**config.mk**
```make
export PLATFORM = sky130hd
export DESIGN_NAME = pot_step_seq
export DESIGN_NICKNAME = d
export VERILOG_FILES = /design/src/rtl/pot_seq_pkg.sv /design/src/rtl/pot_seq_timer.sv /design/src/rtl/pot_seq_tracker.sv /design/src/rtl/pot_step_seq.sv
export SDC_FILE = /design/constraint.sdc
export NUM_CORES = 1
export LEC_CHECK = 0
export BUFFER_PORTS_ARGS = -buffer_cell sky130_fd_sc_hd__clkbuf_2
export CORE_MARGIN = 2
export CORE_UTILIZATION = 40
export CTS_CLUSTER_DIAMETER = 30
export DETAILED_ROUTE_END_ITERATION = 10
export PLACE_DENSITY = 0.54
export SYNTH_ARGS = -nofsm -noshare
export SYNTH_HDL_FRONTEND = slang
export SYNTH_SLANG_ARGS = --single-unit
```
**constraint.sdc**
```tcl
create_clock -name clk -period 3.38 [get_ports clk]
set_input_delay 0.676 -clock clk [delete_from_list [all_inputs] [get_ports clk]]
set_output_delay 0.676 -clock clk [all_outputs]
set_load 0.005 [all_outputs]
```
**src/rtl/pot_seq_pkg.sv**
```systemverilog
`timescale 1ns/1ps
package pot_seq_pkg;

    typedef enum logic [2:0] {
        S_IDLE,
        S_SELECT,
        S_STEP_LOW,
        S_STEP_HIGH,
        S_PRE_STORE,
        S_STORE_HOLD,
        S_SKIP_HOLD,
        S_REARM
    } seq_state_e;

    function automatic int cmax(input int a, input int b);
        return (a > b) ? a : b;
    endfunction

endpackage

```
**src/rtl/pot_seq_timer.sv**
```systemverilog
`timescale 1ns/1ps
module pot_seq_timer #(
    parameter int CNT_W = 8
) (
    input  logic             clk,
    input  logic             rst_n,
    input  logic             load,
    input  logic [CNT_W-1:0] load_val,
    output logic             zero
);
    logic [CNT_W-1:0] cnt_q;

    always_ff @(posedge clk or negedge rst_n) begin
        if (!rst_n) begin
            cnt_q <= '0;
        end else if (load) begin
            cnt_q <= load_val;
        end else if (cnt_q != '0) begin
            cnt_q <= cnt_q - 1'b1;
        end
    end

    assign zero = (cnt_q == '0);

    // a freshly loaded non-zero count never reads as expired on the next cycle
    p_timer_holds_r5: assert property (@(posedge clk) disable iff (!rst_n)
        (load && load_val != '0) |=> !zero);

endmodule

```
**src/rtl/pot_seq_tracker.sv**
```systemverilog
`timescale 1ns/1ps
module pot_seq_tracker #(
    parameter int POS_W     = 7,
    parameter int POS_RESET = 0
) (
    input  logic             clk,
    input  logic             rst_n,
    input  logic             step,
    input  logic             up,
    output logic [POS_W-1:0] pos
);
    localparam logic [POS_W-1:0] TOP_TAP = {POS_W{1'b1}};

    logic [POS_W-1:0] pos_q;

    always_ff @(posedge clk or negedge rst_n) begin
        if (!rst_n) begin
            pos_q <= POS_W'(POS_RESET);
        end else if (step) begin
            if (up && pos_q != TOP_TAP) begin
                pos_q <= pos_q + 1'b1;
            end else if (!up && pos_q != '0) begin
                pos_q <= pos_q - 1'b1;
            end
        end
    end

    assign pos = pos_q;

    // the copy saturates like the device, so homing settles at 0
    p_floor_sat_r10: assert property (@(posedge clk) disable iff (!rst_n)
        (step && !up && pos_q == '0) |=> (pos_q == '0));
    p_top_sat_r10: assert property (@(posedge clk) disable iff (!rst_n)
        (step && up && pos_q == TOP_TAP) |=> (pos_q == TOP_TAP));

endmodule

```
**src/rtl/pot_step_seq.sv**
```systemverilog
`timescale 1ns/1ps
module pot_step_seq
    import pot_seq_pkg::*;
#(
    parameter int POS_W          = 7,
    parameter int POS_RESET      = 0,
    parameter int CS_SETUP_CYC   = 20,
    parameter int DIR_SETUP_CYC  = 200,
    parameter int DIR_HOLD_CYC   = 20,
    parameter int STEP_LOW_CYC   = 200,
    parameter int STEP_HIGH_CYC  = 200,
    parameter int RELEASE_GAP_CYC = 200,
    parameter int STORE_HOLD_CYC = 4000000,
    parameter int SKIP_HOLD_CYC  = 200
) (
    input  logic             clk,
    input  logic             rst_n,
    input  logic             cmd_valid,
    output logic             cmd_ready,
    input  logic [POS_W-1:0] cmd_target,
    input  logic             cmd_store,
    input  logic             cmd_home,
    output logic             done,
    output logic [POS_W-1:0] pos,
    output logic             pot_cs_n,
    output logic             pot_up,
    output logic             pot_inc_n
);
    localparam int L_SEL      = cmax(CS_SETUP_CYC, DIR_SETUP_CYC);
    localparam int L_LOW_LAST = cmax(STEP_LOW_CYC, RELEASE_GAP_CYC);
    localparam int L_MAX      = cmax(cmax(cmax(L_SEL, L_LOW_LAST), cmax(STEP_HIGH_CYC, RELEASE_GAP_CYC)),
                                     cmax(cmax(STORE_HOLD_CYC, SKIP_HOLD_CYC), DIR_HOLD_CYC));
    localparam int CNT_W      = $clog2(L_MAX + 1);
    localparam logic [POS_W-1:0] TOP_TAP = {POS_W{1'b1}};

    seq_state_e       state_q, state_d;
    logic [POS_W-1:0] rem_q;
    logic             up_q, store_q, done_q, done_d;
    logic             accept, step_ev, t_load, t_zero;
    logic [CNT_W-1:0] t_val;
    logic [POS_W-1:0] req_rem;
    logic             req_up;

    assign accept = (state_q == S_IDLE) && cmd_valid;

    // distance and direction of the requested move
    always_comb begin
        if (cmd_home) begin
            req_rem = TOP_TAP;
            req_up  = 1'b0;
        end else if (cmd_target >= pos) begin
            req_rem = cmd_target - pos;
            req_up  = 1'b1;
        end else begin
            req_rem = pos - cmd_target;
            req_up  = 1'b0;
        end
    end

    // next state
    always_comb begin
        state_d = state_q;
        done_d  = 1'b0;
        unique case (state_q)
            S_IDLE: begin
                if (accept) begin
                    if (req_rem == '0 && !cmd_store) done_d  = 1'b1;
                    else                             state_d = S_SELECT;
                end
            end
            S_SELECT: begin
                if (t_zero) state_d = (rem_q == '0) ? S_PRE_STORE : S_STEP_LOW;
            end
            S_STEP_LOW: begin
                if (t_zero) state_d = (rem_q == '0 && !store_q) ? S_SKIP_HOLD : S_STEP_HIGH;
            end
            S_STEP_HIGH: begin
                if (t_zero) state_d = (rem_q != '0) ? S_STEP_LOW : S_PRE_STORE;
            end
            S_PRE_STORE: begin
                if (t_zero) state_d = S_STORE_HOLD;
            end
            S_STORE_HOLD: begin
                if (t_zero) begin
                    state_d = S_IDLE;
                    done_d  = 1'b1;
                end
            end
            S_SKIP_HOLD: begin
                if (t_zero) state_d = S_REARM;
            end
            S_REARM: begin
                if (t_zero) begin
                    state_d = S_IDLE;
                    done_d  = 1'b1;
                end
            end
            default: state_d = S_IDLE;
        endcase
    end

    // dwell of the state being entered
    always_comb begin
        t_val = '0;
        unique case (state_d)
            S_IDLE:       t_val = '0;
            S_SELECT:     t_val = CNT_W'(L_SEL - 1);
            S_STEP_LOW:   t_val = (rem_q == POS_W'(1) && !store_q) ? CNT_W'(L_LOW_LAST - 1)
                                                                   : CNT_W'(STEP_LOW_CYC - 1);
            S_STEP_HIGH:  t_val = CNT_W'(STEP_HIGH_CYC - 1);
            S_PRE_STORE:  t_val = CNT_W'(RELEASE_GAP_CYC - 1);
            S_STORE_HOLD: t_val = CNT_W'(STORE_HOLD_CYC - 1);
            S_SKIP_HOLD:  t_val = CNT_W'(SKIP_HOLD_CYC - 1);
            S_REARM:      t_val = CNT_W'(DIR_HOLD_CYC - 1);
            default:      t_val = '0;
        endcase
    end

    assign t_load  = (state_d != state_q);
    assign step_ev = (state_d == S_STEP_LOW) && (state_q != S_STEP_LOW);

    // state register and command context
    always_ff @(posedge clk or negedge rst_n) begin
        if (!rst_n) begin
            state_q <= S_IDLE;
            done_q  <= 1'b0;
            rem_q   <= '0;
            up_q    <= 1'b1;
            store_q <= 1'b0;
        end else begin
            state_q <= state_d;
            done_q  <= done_d;
            if (state_q == S_IDLE && state_d == S_SELECT) begin
                rem_q   <= req_rem;
                up_q    <= req_up;
                store_q <= cmd_store;
            end else if (step_ev) begin
                rem_q <= rem_q - 1'b1;
            end
        end
    end

    // outputs
    always_comb begin
        cmd_ready = (state_q == S_IDLE);
        done      = done_q;
        pot_up    = up_q;
        pot_cs_n  = (state_q == S_IDLE) || (state_q == S_STORE_HOLD) ||
                    (state_q == S_SKIP_HOLD) || (state_q == S_REARM);
        pot_inc_n = !((state_q == S_STEP_LOW) || (state_q == S_SKIP_HOLD));
    end

    pot_seq_timer #(.CNT_W(CNT_W)) i_timer (
        .clk      (clk),
        .rst_n    (rst_n),
        .load     (t_load),
        .load_val (t_val),
        .zero     (t_zero)
    );

    pot_seq_tracker #(.POS_W(POS_W), .POS_RESET(POS_RESET)) i_tracker (
        .clk   (clk),
        .rst_n (rst_n),
        .step  (step_ev),
        .up    (up_q),
        .pos   (pos)
    );

    p_idle_parked_r1: assert property (@(posedge clk) disable iff (!rst_n)
        cmd_ready |-> (pot_cs_n && pot_inc_n));

    p_pos_on_fall_r2: assert property (@(posedge clk) disable iff (!rst_n)
        (pos != $past(pos)) |-> ($past(pot_inc_n) && !pot_inc_n));

    p_step_selected_r4: assert property (@(posedge clk) disable iff (!rst_n)
        $fell(pot_inc_n) |-> (!pot_cs_n && !$past(pot_cs_n)));

    p_dir_steady_r6: assert property (@(posedge clk) disable iff (!rst_n)
        !pot_inc_n |-> $stable(pot_up));

    // the strobe level at release matches the store flag
    p_release_order_r7: assert property (@(posedge clk) disable iff (!rst_n)
        $rose(pot_cs_n) |-> (pot_inc_n == store_q));

    p_zero_move_r9: assert property (@(posedge clk) disable iff (!rst_n)
        (cmd_ready && cmd_valid && !cmd_home && !cmd_store && cmd_target == pos)
        |=> (done && pot_cs_n));

    p_busy_ignores_r11: assert property (@(posedge clk) disable iff (!rst_n)
        (!cmd_ready && cmd_valid) |=> $stable(pot_up));

    p_done_in_idle_r12: assert property (@(posedge clk) disable iff (!rst_n)
        done |-> cmd_ready);

endmodule

```
==> results of run 1 <==
==> state kept, by name (all words and copies together), names as in the netlist <==
register / flops
state_q: 3
pot_up: 1
done: 1
i_timer.cnt_q: 22
store_q: 1
rem_q: 7
i_tracker.pos: 7
==> where the power goes <==
part           internal (W)  switching (W)
logic              0.000145       0.000146
registers          0.000584      0.0000817
clock network      0.000222       0.000195
==> final timing paths <==
check | to | cells past startpoint | slack [ns] | startpoint
max | i_tracker.pos[3]$_DFFE_PN0P_ | 7 | 0.23 | i_timer.cnt_q[13]$_DFFE_PN0P_
min | i_timer.cnt_q[16]$_DFFE_PN0P_ | 1 | 0.42 | rst_n
max reg2reg | i_tracker.pos[3]$_DFFE_PN0P_ | 7 | 0.23 | i_timer.cnt_q[13]$_DFFE_PN0P_
min reg2reg | i_timer.cnt_q[9]$_DFFE_PN0P_ | 2 | 0.56 | i_timer.cnt_q[9]$_DFFE_PN0P_
max in group asynchronous | pot_up$_DFFE_PN1P_ | 2 | 2.20 | rst_n
min in group clk | i_timer.cnt_q[9]$_DFFE_PN0P_ | 2 | 0.56 | i_timer.cnt_q[9]$_DFFE_PN0P_
==> cells in the final DEF, fill, tap and decap left out, drive strengths merged, types with 4 or more instances in the layout <==
| cell | synthesis | layout |
|---|---|---|
| a21o | 11 | 11 |
| a21oi | 18 | 18 |
| a31oi | 4 | 4 |
| buf | 4 | 17 |
| clkbuf | 11 | 28 |
| dfrtp | 41 | 41 |
| ha | 20 | 20 |
| inv | 21 | 22 |
| mux2i | 9 | 9 |
| nand2 | 23 | 23 |
| nand2b | 4 | 4 |
| nand3 | 5 | 5 |
| nor2 | 26 | 26 |
| nor2b | 4 | 4 |
| nor3 | 14 | 14 |
| nor4 | 9 | 9 |
| o21ai | 22 | 22 |
| o22ai | 4 | 4 |
| or3 | 4 | 4 |
| or4 | 5 | 5 |
| xnor2 | 21 | 21 |
| xor2 | 15 | 15 |
==> stage by stage <==
stage / area [um2] / power, W / setup WS, ns / setup TNS, ns
after floorplan: 3022 / 0.0008725 / 0.01346 / 0
after global placement: 3316 / 0.0009638 / -0.03763 / -0.2117
after detailed placement: 3316 / 0.0009656 / -0.09112 / -0.4927
after CTS: 3428 / 0.001390 / 0.2155 / 0
after global routing: 3435 / 0.001472 / 0.02881 / 0
final: 3435 / 0.001374 / 0.2331 / 0
==> layout make-up <==
cell class / count / area [um2]
tap: 99 / 123.9
inverter: 21 / 78.83
multi-input combinational: 253 / 1824
timing repair buffer: 40 / 242.7
clock buffer: 5 / 68.82
clock inverter: 3 / 43.79
sequential: 42 / 1052
fill: 752 / 3857
==> what timing repair did <==
action | CTS | global route
resized for setup | 0 | 1
hold buffers | 0 | 0
setup endpoints to repair | 0 | 1
endpoints found under the hold margin | 0 | 0
==> worst max-delay path, stage by stage, from the launching register on <==
cell                       delay [ns]
sky130_fd_sc_hd__dfrtp_1         0.44
sky130_fd_sc_hd__or4_4           0.59
sky130_fd_sc_hd__nor3_4          0.16
sky130_fd_sc_hd__nand2b_2        0.10
sky130_fd_sc_hd__or4_4           0.50
sky130_fd_sc_hd__or3_4           0.45
sky130_fd_sc_hd__a221o_1         0.45
sky130_fd_sc_hd__mux2_4          0.35
==> metal layers <==
metal  part of all wire  routed length (um)  up-vias  track usage
li1                   -                   -     1230            -
met1               0.51                3436     1123       0.2497
met2               0.45                3011       42       0.2842
met3              0.029                 197        4      0.02755
met4             0.0091                  61        0      0.04924
met5                  0                   0        -            0
==> cells by family after synthesis <==
logic type                 Yosys count
xor gates and xnor gates            36
adders and majority gates           23
buffers and inverters               36
DFF                                 42
and+or+nand+nor                    108
muxes                               12
AOI/OAI and AO/OA                   74
==> impl_metrics.xml, run 1 <==
<?xml version="1.0" encoding="UTF-8"?>
<metrics>
  <group name="status">
    <metric name="run_status" unit="">finished, final reports clean</metric>
  </group>
  <group name="floorplanning">
    <metric name="floorplan.die_area" unit="um2">8266</metric>
    <metric name="rows" unit="">31</metric>
    <metric name="die_width" unit="um">90.92</metric>
    <metric name="placeableCoreArea" unit="um2">7292</metric>
    <metric name="die_height" unit="um">90.92</metric>
    <metric name="pin_count" unit="">24</metric>
    <metric name="initial_core_util" unit="">0.4144</metric>
  </group>
  <group name="critical_path">
    <metric name="worst_setup_ep_type" unit="">flop</metric>
    <metric name="setup.worst_path.start_class" unit="">flop</metric>
    <metric name="path_class" unit="">flop to flop</metric>
    <metric name="arrival_time_at_the_worst_endpoint" unit="ns">3.34</metric>
    <metric name="timing.critical_path.required" unit="ns">3.57</metric>
    <metric name="path_max_fanout" unit="">9</metric>
  </group>
  <group name="timing">
    <metric name="final_clock_period_utilization_by_the_worst_path" unit="">0.9310</metric>
    <metric name="worst-slew-pin-transition" unit="ns">0.7589</metric>
    <metric name="report.final.hold_viol_count" unit="">0</metric>
    <metric name="maxSlewViolCount" unit="">0</metric>
    <metric name="setup_viol" unit="">0</metric>
    <metric name="holdWs" unit="ns">0.4241</metric>
    <metric name="period_needed" unit="ns">3.147</metric>
    <metric name="rsz0062_at_grt" unit="">false</metric>
    <metric name="achievable-frequency" unit="GHz">0.3178</metric>
    <metric name="worst_clock_skew" unit="ns">0.01309</metric>
    <metric name="worst_slew_margin_rel" unit="">0.4941</metric>
  </group>
  <group name="place">
    <metric name="number_of_buffer_cells_added_on_primary_ports" unit="">23</metric>
    <metric name="place_inst" unit="">455</metric>
    <metric name="place_congestion" unit="">0.8512</metric>
    <metric name="post-dp-hpwl" unit="mm">5.185</metric>
  </group>
  <group name="yosys">
    <metric name="portion_of_netlist_area_occupied_by_mux_cells" unit="">0.04472</metric>
    <metric name="post_synth_and_or_nand_nor_area_fraction" unit="">0.1954</metric>
    <metric name="synthesis.area" unit="um2">3022</metric>
    <metric name="top_cells_by_area_in_the_synthesized_netlist" unit="">sky130_fd_sc_hd__dfrtp_1, sky130_fd_sc_hd__ha_1, sky130_fd_sc_hd__xnor2_1</metric>
    <metric name="synth_async_sr_flop_share" unit="">1.000</metric>
    <metric name="synth.distinct_cells" unit="">53</metric>
    <metric name="synth_flop_cell" unit="">sky130_fd_sc_hd__dfrtp_1</metric>
    <metric name="synthAdderAreaFrac" unit="">0.1027</metric>
    <metric name="number_of_synthesized_flops_with_an_enable_pin" unit="">0</metric>
    <metric name="syn-num-nets" unit="">366</metric>
    <metric name="synth_top_family_by_area" unit="">simple AND/OR/NAND/NOR gates</metric>
    <metric name="synth-seq-cells" unit="">42</metric>
    <metric name="yosys_warnings" unit="">0</metric>
    <metric name="avgSynthCellArea" unit="um2">9.129</metric>
    <metric name="post_synth_inst_count" unit="">331</metric>
    <metric name="post_synthesis_sequential_area_ratio" unit="">0.3482</metric>
    <metric name="synth_area_leader_cell" unit="">sky130_fd_sc_hd__dfrtp_1</metric>
    <metric name="synth.top_cell.area_share" unit="">0.3395</metric>
    <metric name="synth.top_cells.by_count" unit="">sky130_fd_sc_hd__dfrtp_1, sky130_fd_sc_hd__nor2_1, sky130_fd_sc_hd__nand2_1, sky130_fd_sc_hd__o21ai_0</metric>
    <metric name="synthMostInstantiatedCell" unit="">sky130_fd_sc_hd__dfrtp_1</metric>
    <metric name="synth-compound-area-share" unit="">0.1545</metric>
    <metric name="synth-xor-area-share" unit="">0.1043</metric>
  </group>
  <group name="routing">
    <metric name="route.detailed.vias_per_inst" unit="">5.181</metric>
    <metric name="drt_iter0_drc" unit="">77</metric>
    <metric name="detailroute.via_count" unit="">2399</metric>
    <metric name="drt_wl_total" unit="mm">6.707</metric>
    <metric name="drc_errors" unit="">0</metric>
    <metric name="detail_route.wl_per_cell" unit="um">14.49</metric>
    <metric name="drt_pre_antenna_iters" unit="">4</metric>
    <metric name="ant_nets" unit="">0</metric>
  </group>
  <group name="flow_run">
    <metric name="drv_cap" unit="">0</metric>
  </group>
  <group name="cts">
    <metric name="cts_sinks" unit="">42</metric>
    <metric name="worst_skew_pair.late_latency" unit="ns">0.30</metric>
    <metric name="clk_path_buf_depth" unit="">2</metric>
    <metric name="path_clk_slew" unit="ns">0.10</metric>
    <metric name="number_of_buffers_created_by_cts" unit="">5</metric>
    <metric name="tritoncts" unit="">built</metric>
    <metric name="cell_at_the_root_of_the_clock_tree" unit="">sky130_fd_sc_hd__clkbuf_8</metric>
    <metric name="post-cts-setup-buffers" unit="">0</metric>
    <metric name="htree_num_levels" unit="">2</metric>
  </group>
  <group name="cells_and_area">
    <metric name="core_occupancy_in_the_finished_layout" unit="">0.4710</metric>
    <metric name="drive_gt1_frac" unit="">0.1813</metric>
    <metric name="antenna_cells_inserted" unit="">0</metric>
    <metric name="finish.net_count" unit="">398</metric>
    <metric name="final_cell_count_no_fill" unit="">463</metric>
    <metric name="syn2layout_area_growth" unit="%">13.66</metric>
  </group>
  <group name="grt">
    <metric name="groute.usage.overall" unit="">0.1776</metric>
    <metric name="number_of_global_route_vias_before_repair" unit="">2460</metric>
    <metric name="grt_antenna_before_repair" unit="">0</metric>
    <metric name="grt_first_pass_wirelength" unit="mm">12.02</metric>
    <metric name="grt_start_max_net_pins" unit="">31</metric>
    <metric name="globalRoute.totalOverflow" unit="">0</metric>
  </group>
  <group name="power_and_ir_drop">
    <metric name="power.density_cell_area" unit="nW/um2">400.0</metric>
    <metric name="vdd_ir_drop_max" unit="uV">184.1</metric>
    <metric name="p_leak" unit="nW">1.576</metric>
  </group>
  <group name="worst_hold_path">
    <metric name="timing.hold.worst.class" unit="">primary input to async pin</metric>
  </group>
</metrics>
Power figures use the tool's default switching activity.
==> run 2, diff against run 1 <==
Settings changed: SYNTH_HIERARCHICAL set to 1.
==> run 2 against run 1 <==
Utilization increased by 3.6 points. Routed wire length grew 21%. Count of clock-buffer cells in the layout is 1 higher. Clock power is 18% lower. Design area grew 22%. Register-to-register slack lost 0.10 ns. Via count rose by 22%. Synthesized cell count increased by 13%. Clock skew fell by 0.0055 ns. Die area grew 12%. Critical path depth up 7.
==> impl_metrics.xml, run 2 <==
<?xml version="1.0" encoding="UTF-8"?>
<metrics>
  <group name="yosys">
    <metric name="synth_flop_cell" unit="">sky130_fd_sc_hd__dfrtp_1</metric>
    <metric name="synth.top_cell.area_share" unit="">0.3006</metric>
    <metric name="synth.top_cells.by_count" unit="">sky130_fd_sc_hd__dfrtp_1, sky130_fd_sc_hd__nand2_1, sky130_fd_sc_hd__nor2_1, sky130_fd_sc_hd__inv_1, sky130_fd_sc_hd__xnor2_1</metric>
    <metric name="synth-seq-cells" unit="">42</metric>
    <metric name="post_synth_inst_count" unit="">375</metric>
    <metric name="synthMostInstantiatedCell" unit="">sky130_fd_sc_hd__dfrtp_1</metric>
    <metric name="number_of_synthesized_flops_with_an_enable_pin" unit="">0</metric>
    <metric name="synth.distinct_cells" unit="">72</metric>
    <metric name="post_synthesis_sequential_area_ratio" unit="">0.3083</metric>
    <metric name="top_cells_by_area_in_the_synthesized_netlist" unit="">sky130_fd_sc_hd__dfrtp_1, sky130_fd_sc_hd__ha_1, sky130_fd_sc_hd__xnor2_1</metric>
    <metric name="yosys_warnings" unit="">6</metric>
    <metric name="synthesis.area" unit="um2">3413</metric>
    <metric name="synth_async_sr_flop_share" unit="">1.000</metric>
    <metric name="avgSynthCellArea" unit="um2">9.102</metric>
    <metric name="synth_area_leader_cell" unit="">sky130_fd_sc_hd__dfrtp_1</metric>
  </group>
  <group name="worst_hold_path">
    <metric name="timing.hold.worst.class" unit="">primary input to async pin</metric>
  </group>
  <group name="floorplanning">
    <metric name="pin_count" unit="">24</metric>
    <metric name="placeableCoreArea" unit="um2">8258</metric>
    <metric name="initial_core_util" unit="">0.4133</metric>
    <metric name="rows" unit="">33</metric>
    <metric name="die_width" unit="um">96.38</metric>
    <metric name="floorplan.die_area" unit="um2">9288</metric>
    <metric name="die_height" unit="um">96.38</metric>
  </group>
  <group name="cts">
    <metric name="cts_hold_repair.buffers" unit="">0</metric>
    <metric name="path_clk_slew" unit="ns">0.09</metric>
    <metric name="number_of_buffers_created_by_cts" unit="">5</metric>
    <metric name="clk_path_buf_depth" unit="">2</metric>
    <metric name="worst_skew_pair.late_latency" unit="ns">0.31</metric>
    <metric name="tritoncts" unit="">built</metric>
    <metric name="cell_at_the_root_of_the_clock_tree" unit="">sky130_fd_sc_hd__clkbuf_8</metric>
    <metric name="cts_sinks" unit="">42</metric>
    <metric name="htree_num_levels" unit="">2</metric>
  </group>
  <group name="critical_path">
    <metric name="cp_top_family" unit="">compound AO/OA/AOI/OAI gates</metric>
    <metric name="worst_setup_ep_type" unit="">flop</metric>
    <metric name="r2r_cells" unit="">12</metric>
    <metric name="rr_startpoint" unit="">i_timer/cnt_q[0]$_DFFE_PN0P_</metric>
    <metric name="path_class" unit="">primary input to flop</metric>
    <metric name="timing.critical_path.required" unit="ns">3.60</metric>
    <metric name="worst_r2r_endpoint" unit="">i_timer/cnt_q[18]$_DFFE_PN0P_</metric>
    <metric name="slowest_stage" unit="">sky130_fd_sc_hd__nor4_4</metric>
    <metric name="r2r_setup_slack" unit="ns">0.13</metric>
    <metric name="critical_path_buf_inv_count" unit="">2</metric>
    <metric name="critPathLaunch" unit="">cmd_target[4]</metric>
    <metric name="worstSetupEndpoint" unit="">i_timer/cnt_q[18]$_DFFE_PN0P_</metric>
    <metric name="critical_path.max_stage_delay" unit="ns">0.44</metric>
    <metric name="worstPathCellList" unit="">clkbuf_2 &gt; inv_8 &gt; ha_4 &gt; a21o_1 &gt; a211o_1 &gt; a41oi_2 &gt; or2_4 &gt; mux2i_4 &gt; xor2_4 &gt; o31ai_4 &gt; nor4_4 &gt; nand2_1 &gt; a21boi_0 &gt; a22oi_1</metric>
    <metric name="path_max_fanout" unit="">3</metric>
    <metric name="setup.worst_path.start_class" unit="">primary input</metric>
    <metric name="critical_path_depth" unit="">14</metric>
    <metric name="arrival_time_at_the_worst_endpoint" unit="ns">3.50</metric>
  </group>
  <group name="routing">
    <metric name="detail_route.wl_per_cell" unit="um">14.60</metric>
    <metric name="drc_errors" unit="">0</metric>
    <metric name="detailroute.via_count" unit="">2926</metric>
    <metric name="drt_pre_antenna_iters" unit="">4</metric>
    <metric name="ant_nets" unit="">0</metric>
    <metric name="route.detailed.vias_per_inst" unit="">5.253</metric>
    <metric name="drt_wl_total" unit="mm">8.132</metric>
    <metric name="drt_iter0_drc" unit="">116</metric>
  </group>
  <group name="timing">
    <metric name="period_needed" unit="ns">3.280</metric>
    <metric name="worst-slew-pin-transition" unit="ns">0.8057</metric>
    <metric name="final_clock_period_utilization_by_the_worst_path" unit="">0.9704</metric>
    <metric name="achievable-frequency" unit="GHz">0.3049</metric>
    <metric name="worst_slew_margin_rel" unit="">0.4579</metric>
    <metric name="setup_viol" unit="">0</metric>
    <metric name="maxSlewViolCount" unit="">0</metric>
    <metric name="worst_clock_skew" unit="ns">0.007597</metric>
    <metric name="report.final.hold_viol_count" unit="">0</metric>
  </group>
  <group name="cells_and_area">
    <metric name="final_area" unit="um2">4188</metric>
    <metric name="largest_register_ff_count" unit="">22</metric>
    <metric name="final_cell_count_no_fill" unit="">557</metric>
    <metric name="largest_register" unit="">i_timer/cnt_q</metric>
    <metric name="finish.net_count" unit="">486</metric>
    <metric name="layout.cells.most_common" unit="">sky130_fd_sc_hd__buf_4</metric>
    <metric name="syn2layout_area_growth" unit="%">22.69</metric>
    <metric name="layout_common_cells" unit="">sky130_fd_sc_hd__buf_4, sky130_fd_sc_hd__dfrtp_1, sky130_fd_sc_hd__nor2_1</metric>
    <metric name="antenna_cells_inserted" unit="">0</metric>
    <metric name="drive_gt1_frac" unit="">0.2876</metric>
  </group>
  <group name="grt">
    <metric name="number_of_global_route_vias_before_repair" unit="">2830</metric>
    <metric name="grt_start_max_net_pins" unit="">25</metric>
    <metric name="globalRoute.totalOverflow" unit="">0</metric>
    <metric name="groute.usage.overall" unit="">0.1923</metric>
    <metric name="grt_antenna_before_repair" unit="">0</metric>
    <metric name="grt_first_pass_wirelength" unit="mm">13.92</metric>
  </group>
  <group name="place">
    <metric name="place_inst" unit="">545</metric>
    <metric name="post-dp-hpwl" unit="mm">6.310</metric>
    <metric name="place_congestion" unit="">0.8216</metric>
    <metric name="dpl_cell_area" unit="um2">4044</metric>
    <metric name="number_of_buffer_cells_added_on_primary_ports" unit="">23</metric>
  </group>
  <group name="power_and_ir_drop">
    <metric name="p_leak" unit="nW">1.832</metric>
    <metric name="power.density_cell_area" unit="nW/um2">396.6</metric>
    <metric name="vdd_ir_drop_max" unit="uV">159.8</metric>
  </group>
  <group name="status">
    <metric name="run_status" unit="">finished, final reports clean</metric>
  </group>
  <group name="flow_run">
    <metric name="drv_cap" unit="">0</metric>
  </group>
</metrics>
run 2: cell types whose count changed after synthesis, sizes merged, moves of 4 or more:
cell    previous run  this run
a21boi             1         7
a21oi             18        12
xor2              15         5
mux2               3         8
nor2              26        30
or4                5         9
a22oi              0         4
nand2             23        29
a21o              11         7
o31ai              0        12
run 2: logic make-up after synthesis:
group                    after synthesis  synth area share
flip-flops                            42            0.3083
AND/OR/NAND/NOR                      129            0.2020
multiplexers                          16           0.05865
XOR/XNOR                              29           0.07661
buffers and inverters                 40           0.05535
adder cells (fa/ha/maj)               23           0.09091
other                                  1          0.001099
AO/OA/AOI/OAI                         95            0.2071
run 2: final cells by class:
cell class / count / area, um2
fillers: 790 / 4070
multi-input cells: 300 / 2288
flip-flops and latches: 42 / 1052
repair buffers: 78 / 531.8
well taps: 105 / 131.4
inverters: 24 / 97.59
clock buffers: 6 / 72.57
clock inverters: 2 / 13.76
run 2: routing by layer:
metal | GRT usage | vias to the layer above | part of all wire
li1 | - | 1494 | -
met1 | 0.2668 | 1398 | 0.50
met2 | 0.3166 | 28 | 0.47
met3 | 0.02948 | 6 | 0.022
met4 | 0.04460 | 0 | 0.0084
met5 | 0 | - | 0
run 2: metrics by stage:
stage            TNS (ns)  total power, W  setup slack (ns)  hold slack (ns)    util
2_1_floorplan     -0.3124        0.001140          -0.07870           0.3804       -
3_3_place_gp       -2.204        0.001276           -0.2817           0.5029  0.4897
3_5_place_dp       -2.937        0.001290           -0.3081           0.5184  0.4897
4_1_cts                 0        0.001635           0.02888           0.3952  0.5002
5_1_grt        -0.0002682        0.001785        -0.0002682           0.4186  0.5071
6_report                0        0.001661            0.1001           0.3822  0.5071
run 2: worst min path at each step:
stage / from / endpoint / slack (ns) / cells after the start
floorplan: rst_n / done$_DFF_PN0_ / 0.38 / 0
global placement: store_q$_DFFE_PN0P_ / store_q$_DFFE_PN0P_ / 0.50 / 1
detailed placement: store_q$_DFFE_PN0P_ / store_q$_DFFE_PN0P_ / 0.52 / 1
CTS: rst_n / i_timer/cnt_q[1]$_DFFE_PN0P_ / 0.40 / 1
global route: rst_n / state_q[0]$_DFF_PN0_ / 0.42 / 1
finish: rst_n / state_q[0]$_DFF_PN0_ / 0.38 / 1
run 2: power by group:
part | leakage [nW] | switching [W] | internal, W | total (W)
sequential | 0.518 | 0.000133 | 0.000614 | 0.000747
combinational | 1.27 | 0.000276 | 0.000297 | 0.000573
clock | 0.0452 | 0.000195 | 0.000146 | 0.000341
run 2: timing repair:
item | 4_1_cts | 5_1_grt
gates cloned | 0 | 0
endpoints found under the setup margin | 1 | 24
setup buffers | 0 | 4
hold endpoints to repair | 0 | 0
gates resized for setup | 1 | 10
pin swaps | 0 | 8
==> run 3, diff against run 2 <==
Settings changed: CTS_CLUSTER_DIAMETER 30 to not set.
Clock period 3.38 ns to 3.3 ns, I/O delays scaled along.
==> run 3 against run 2 <==
Clock skew is 0.0023 ns lower. Power up 8.3%. Sequential power is 0.7% higher. Register-to-register slack worse by 0.04 ns. Combinational power increased by 7.3%. Design area up 2.4%. Sequential share of layout area shrank 0.60 points.
==> impl_metrics.xml, run 3 (synthesis gave the netlist of run 2 again) <==
<?xml version="1.0" encoding="UTF-8"?>
<metrics>
  <group name="cells_and_area">
    <metric name="largest_register" unit="">i_timer/cnt_q</metric>
    <metric name="multi_input_comb_area" unit="um2">2317</metric>
    <metric name="drive_gt1_frac" unit="">0.3114</metric>
    <metric name="layout.cells.most_common" unit="">sky130_fd_sc_hd__buf_4</metric>
    <metric name="antenna_cells_inserted" unit="">0</metric>
    <metric name="layout_common_cells" unit="">sky130_fd_sc_hd__buf_4, sky130_fd_sc_hd__dfrtp_1, sky130_fd_sc_hd__nor2_1</metric>
    <metric name="finish.net_count" unit="">490</metric>
    <metric name="filler_cell_count" unit="">804</metric>
    <metric name="largest_register_ff_count" unit="">22</metric>
    <metric name="syn2layout_area_growth" unit="%">25.70</metric>
    <metric name="register_area" unit="um2">1052</metric>
  </group>
  <group name="place">
    <metric name="number_of_buffer_cells_added_on_primary_ports" unit="">23</metric>
    <metric name="place_congestion" unit="">0.8571</metric>
    <metric name="post-dp-hpwl" unit="mm">6.352</metric>
  </group>
  <group name="floorplanning">
    <metric name="placeableCoreArea" unit="um2">8258</metric>
    <metric name="initial_core_util" unit="">0.4133</metric>
    <metric name="pin_count" unit="">24</metric>
    <metric name="floorplan.die_area" unit="um2">9288</metric>
    <metric name="die_height" unit="um">96.38</metric>
    <metric name="rows" unit="">33</metric>
    <metric name="die_width" unit="um">96.38</metric>
  </group>
  <group name="critical_path">
    <metric name="path_max_fanout" unit="">7</metric>
    <metric name="path_class" unit="">flop to flop</metric>
    <metric name="setup.worst_path.start_class" unit="">flop</metric>
    <metric name="timing.critical_path.required" unit="ns">3.49</metric>
    <metric name="critical_path_buf_inv_count" unit="">2</metric>
    <metric name="worst_setup_ep_type" unit="">flop</metric>
    <metric name="arrival_time_at_the_worst_endpoint" unit="ns">3.40</metric>
    <metric name="critical_path.max_stage_delay" unit="ns">0.55</metric>
    <metric name="slowest_stage" unit="">sky130_fd_sc_hd__or4_4</metric>
    <metric name="cp_top_family" unit="">simple AND/OR/NAND/NOR gates</metric>
    <metric name="worstPathCellList" unit="">inv_2 &gt; ha_4 &gt; or4b_4 &gt; or4_4 &gt; nor2_4 &gt; nand2_2 &gt; or3_4 &gt; inv_6 &gt; a21boi_4 &gt; mux2_4</metric>
  </group>
  <group name="grt">
    <metric name="grt_first_pass_wirelength" unit="mm">13.86</metric>
    <metric name="grt_antenna_before_repair" unit="">0</metric>
    <metric name="grt_start_max_net_pins" unit="">28</metric>
    <metric name="globalRoute.totalOverflow" unit="">0</metric>
    <metric name="groute.usage.overall" unit="">0.1932</metric>
    <metric name="number_of_global_route_vias_before_repair" unit="">2818</metric>
  </group>
  <group name="timing">
    <metric name="report.final.hold_viol_count" unit="">0</metric>
    <metric name="worst-slew-pin-transition" unit="ns">0.8134</metric>
    <metric name="final_clock_period_utilization_by_the_worst_path" unit="">0.9728</metric>
    <metric name="fin_setup_tns" unit="ns">0</metric>
    <metric name="worst_clock_skew" unit="ns">0.005338</metric>
    <metric name="worst_slew_margin_rel" unit="">0.4527</metric>
    <metric name="setup_viol" unit="">0</metric>
    <metric name="maxSlewViolCount" unit="">0</metric>
    <metric name="achievable-frequency" unit="GHz">0.3115</metric>
    <metric name="period_needed" unit="ns">3.210</metric>
  </group>
  <group name="cts">
    <metric name="tritoncts" unit="">built</metric>
    <metric name="clk_path_buf_depth" unit="">2</metric>
    <metric name="path_clk_slew" unit="ns">0.09</metric>
    <metric name="cts_hold_repair.buffers" unit="">0</metric>
    <metric name="worst_skew_pair.late_latency" unit="ns">0.30</metric>
    <metric name="number_of_buffers_created_by_cts" unit="">5</metric>
    <metric name="cts_sinks" unit="">42</metric>
    <metric name="cell_at_the_root_of_the_clock_tree" unit="">sky130_fd_sc_hd__clkbuf_8</metric>
    <metric name="htree_num_levels" unit="">2</metric>
  </group>
  <group name="routing">
    <metric name="drt_pre_antenna_iters" unit="">4</metric>
    <metric name="drt_wl_total" unit="mm">8.175</metric>
    <metric name="drt_iter0_drc" unit="">73</metric>
    <metric name="detailroute.via_count" unit="">2958</metric>
    <metric name="drc_errors" unit="">0</metric>
    <metric name="route.detailed.vias_per_inst" unit="">5.273</metric>
    <metric name="ant_nets" unit="">0</metric>
    <metric name="detail_route.wl_per_cell" unit="um">14.57</metric>
  </group>
  <group name="power_and_ir_drop">
    <metric name="total_design_power" unit="W">0.001799</metric>
    <metric name="p_leak" unit="nW">1.874</metric>
    <metric name="power.density_cell_area" unit="nW/um2">419.2</metric>
    <metric name="vdd_ir_drop_max" unit="uV">175.6</metric>
  </group>
  <group name="worst_hold_path">
    <metric name="timing.hold.worst.class" unit="">primary input to async pin</metric>
  </group>
  <group name="status">
    <metric name="run_status" unit="">finished, final reports clean</metric>
  </group>
  <group name="flow_run">
    <metric name="drv_cap" unit="">0</metric>
  </group>
</metrics>
-- run 3: metrics by stage --
stage	cells	hold slack (ns)	utilization	setup WS, ns	instance area, um2
after floorplan	382	0.3644	-	-0.1427	3550
after global placement	549	0.5000	0.4952	-0.2825	4089
after detailed placement	549	0.5093	0.4952	-0.3103	4089
after CTS	557	0.4320	0.5088	0.02132	4202
after global routing	561	0.4617	0.5195	-0.01549	4290
final	561	0.3945	0.5195	0.08974	4290
-- run 3: worst register-to-register path: cells and delay by family (launching register included) --
family	cells	cell delay [ns]
and+or+nand+nor	5	1.76
DFF	1	0.40
AOI/OAI and AO/OA	1	0.33
adders and majority gates	1	0.13
buffers and inverters	2	0.16
muxes	1	0.33
-- run 3: per-layer routing --
metal / GRT usage / vias to the layer above / share of wire
li1: - / 1503 / -
met5: 0 / - / 0
met4: 0.03873 / 0 / 0.0092
met1: 0.2733 / 1418 / 0.50
met3: 0.02948 / 5 / 0.023
met2: 0.3148 / 32 / 0.46
-- run 3: worst paths after layout --
| path | cells past startpoint | slack [ns] | from | endpoint |
|---|---|---|---|---|
| max | 10 | 0.09 | i_timer/cnt_q[0]$_DFFE_PN0P_ | i_tracker/pos[3]$_DFFE_PN0P_ |
| min | 1 | 0.39 | rst_n | rem_q[6]$_DFFE_PN0P_ |
| max reg2reg | 10 | 0.09 | i_timer/cnt_q[0]$_DFFE_PN0P_ | i_tracker/pos[3]$_DFFE_PN0P_ |
| min reg2reg | 1 | 0.53 | store_q$_DFFE_PN0P_ | store_q$_DFFE_PN0P_ |
| max in group asynchronous | 2 | 2.19 | rst_n | i_timer/cnt_q[12]$_DFFE_PN0P_ |
| min in group clk | 1 | 0.53 | store_q$_DFFE_PN0P_ | store_q$_DFFE_PN0P_ |
-- run 3: where the power goes --
group / internal [W] / leakage, nW / total, W / switching [W]
combinational: 0.000320 / 1.30 / 0.000615 / 0.000295
clock: 0.000227 / 0.0585 / 0.000432 / 0.000204
sequential: 0.000629 / 0.518 / 0.000752 / 0.000122
total: 0.00118 / 1.87 / 0.00180 / 0.000622
-- run 3: cell type report --
type / count / area share
multi-input cells: 300 / 0.5401
repair buffers: 82 / 0.1339
flip-flops and latches: 42 / 0.2453
clock buffers: 5 / 0.01604
well taps: 105 / 0.03062
inverters: 24 / 0.02391
clock inverters: 3 / 0.01021
-- run 3: what timing repair did --
item                       in CTS  in global routing
gates resized for setup         1                 21
pin swaps                       0                 10
setup endpoints to repair       2                 20
setup buffers                   0                  4
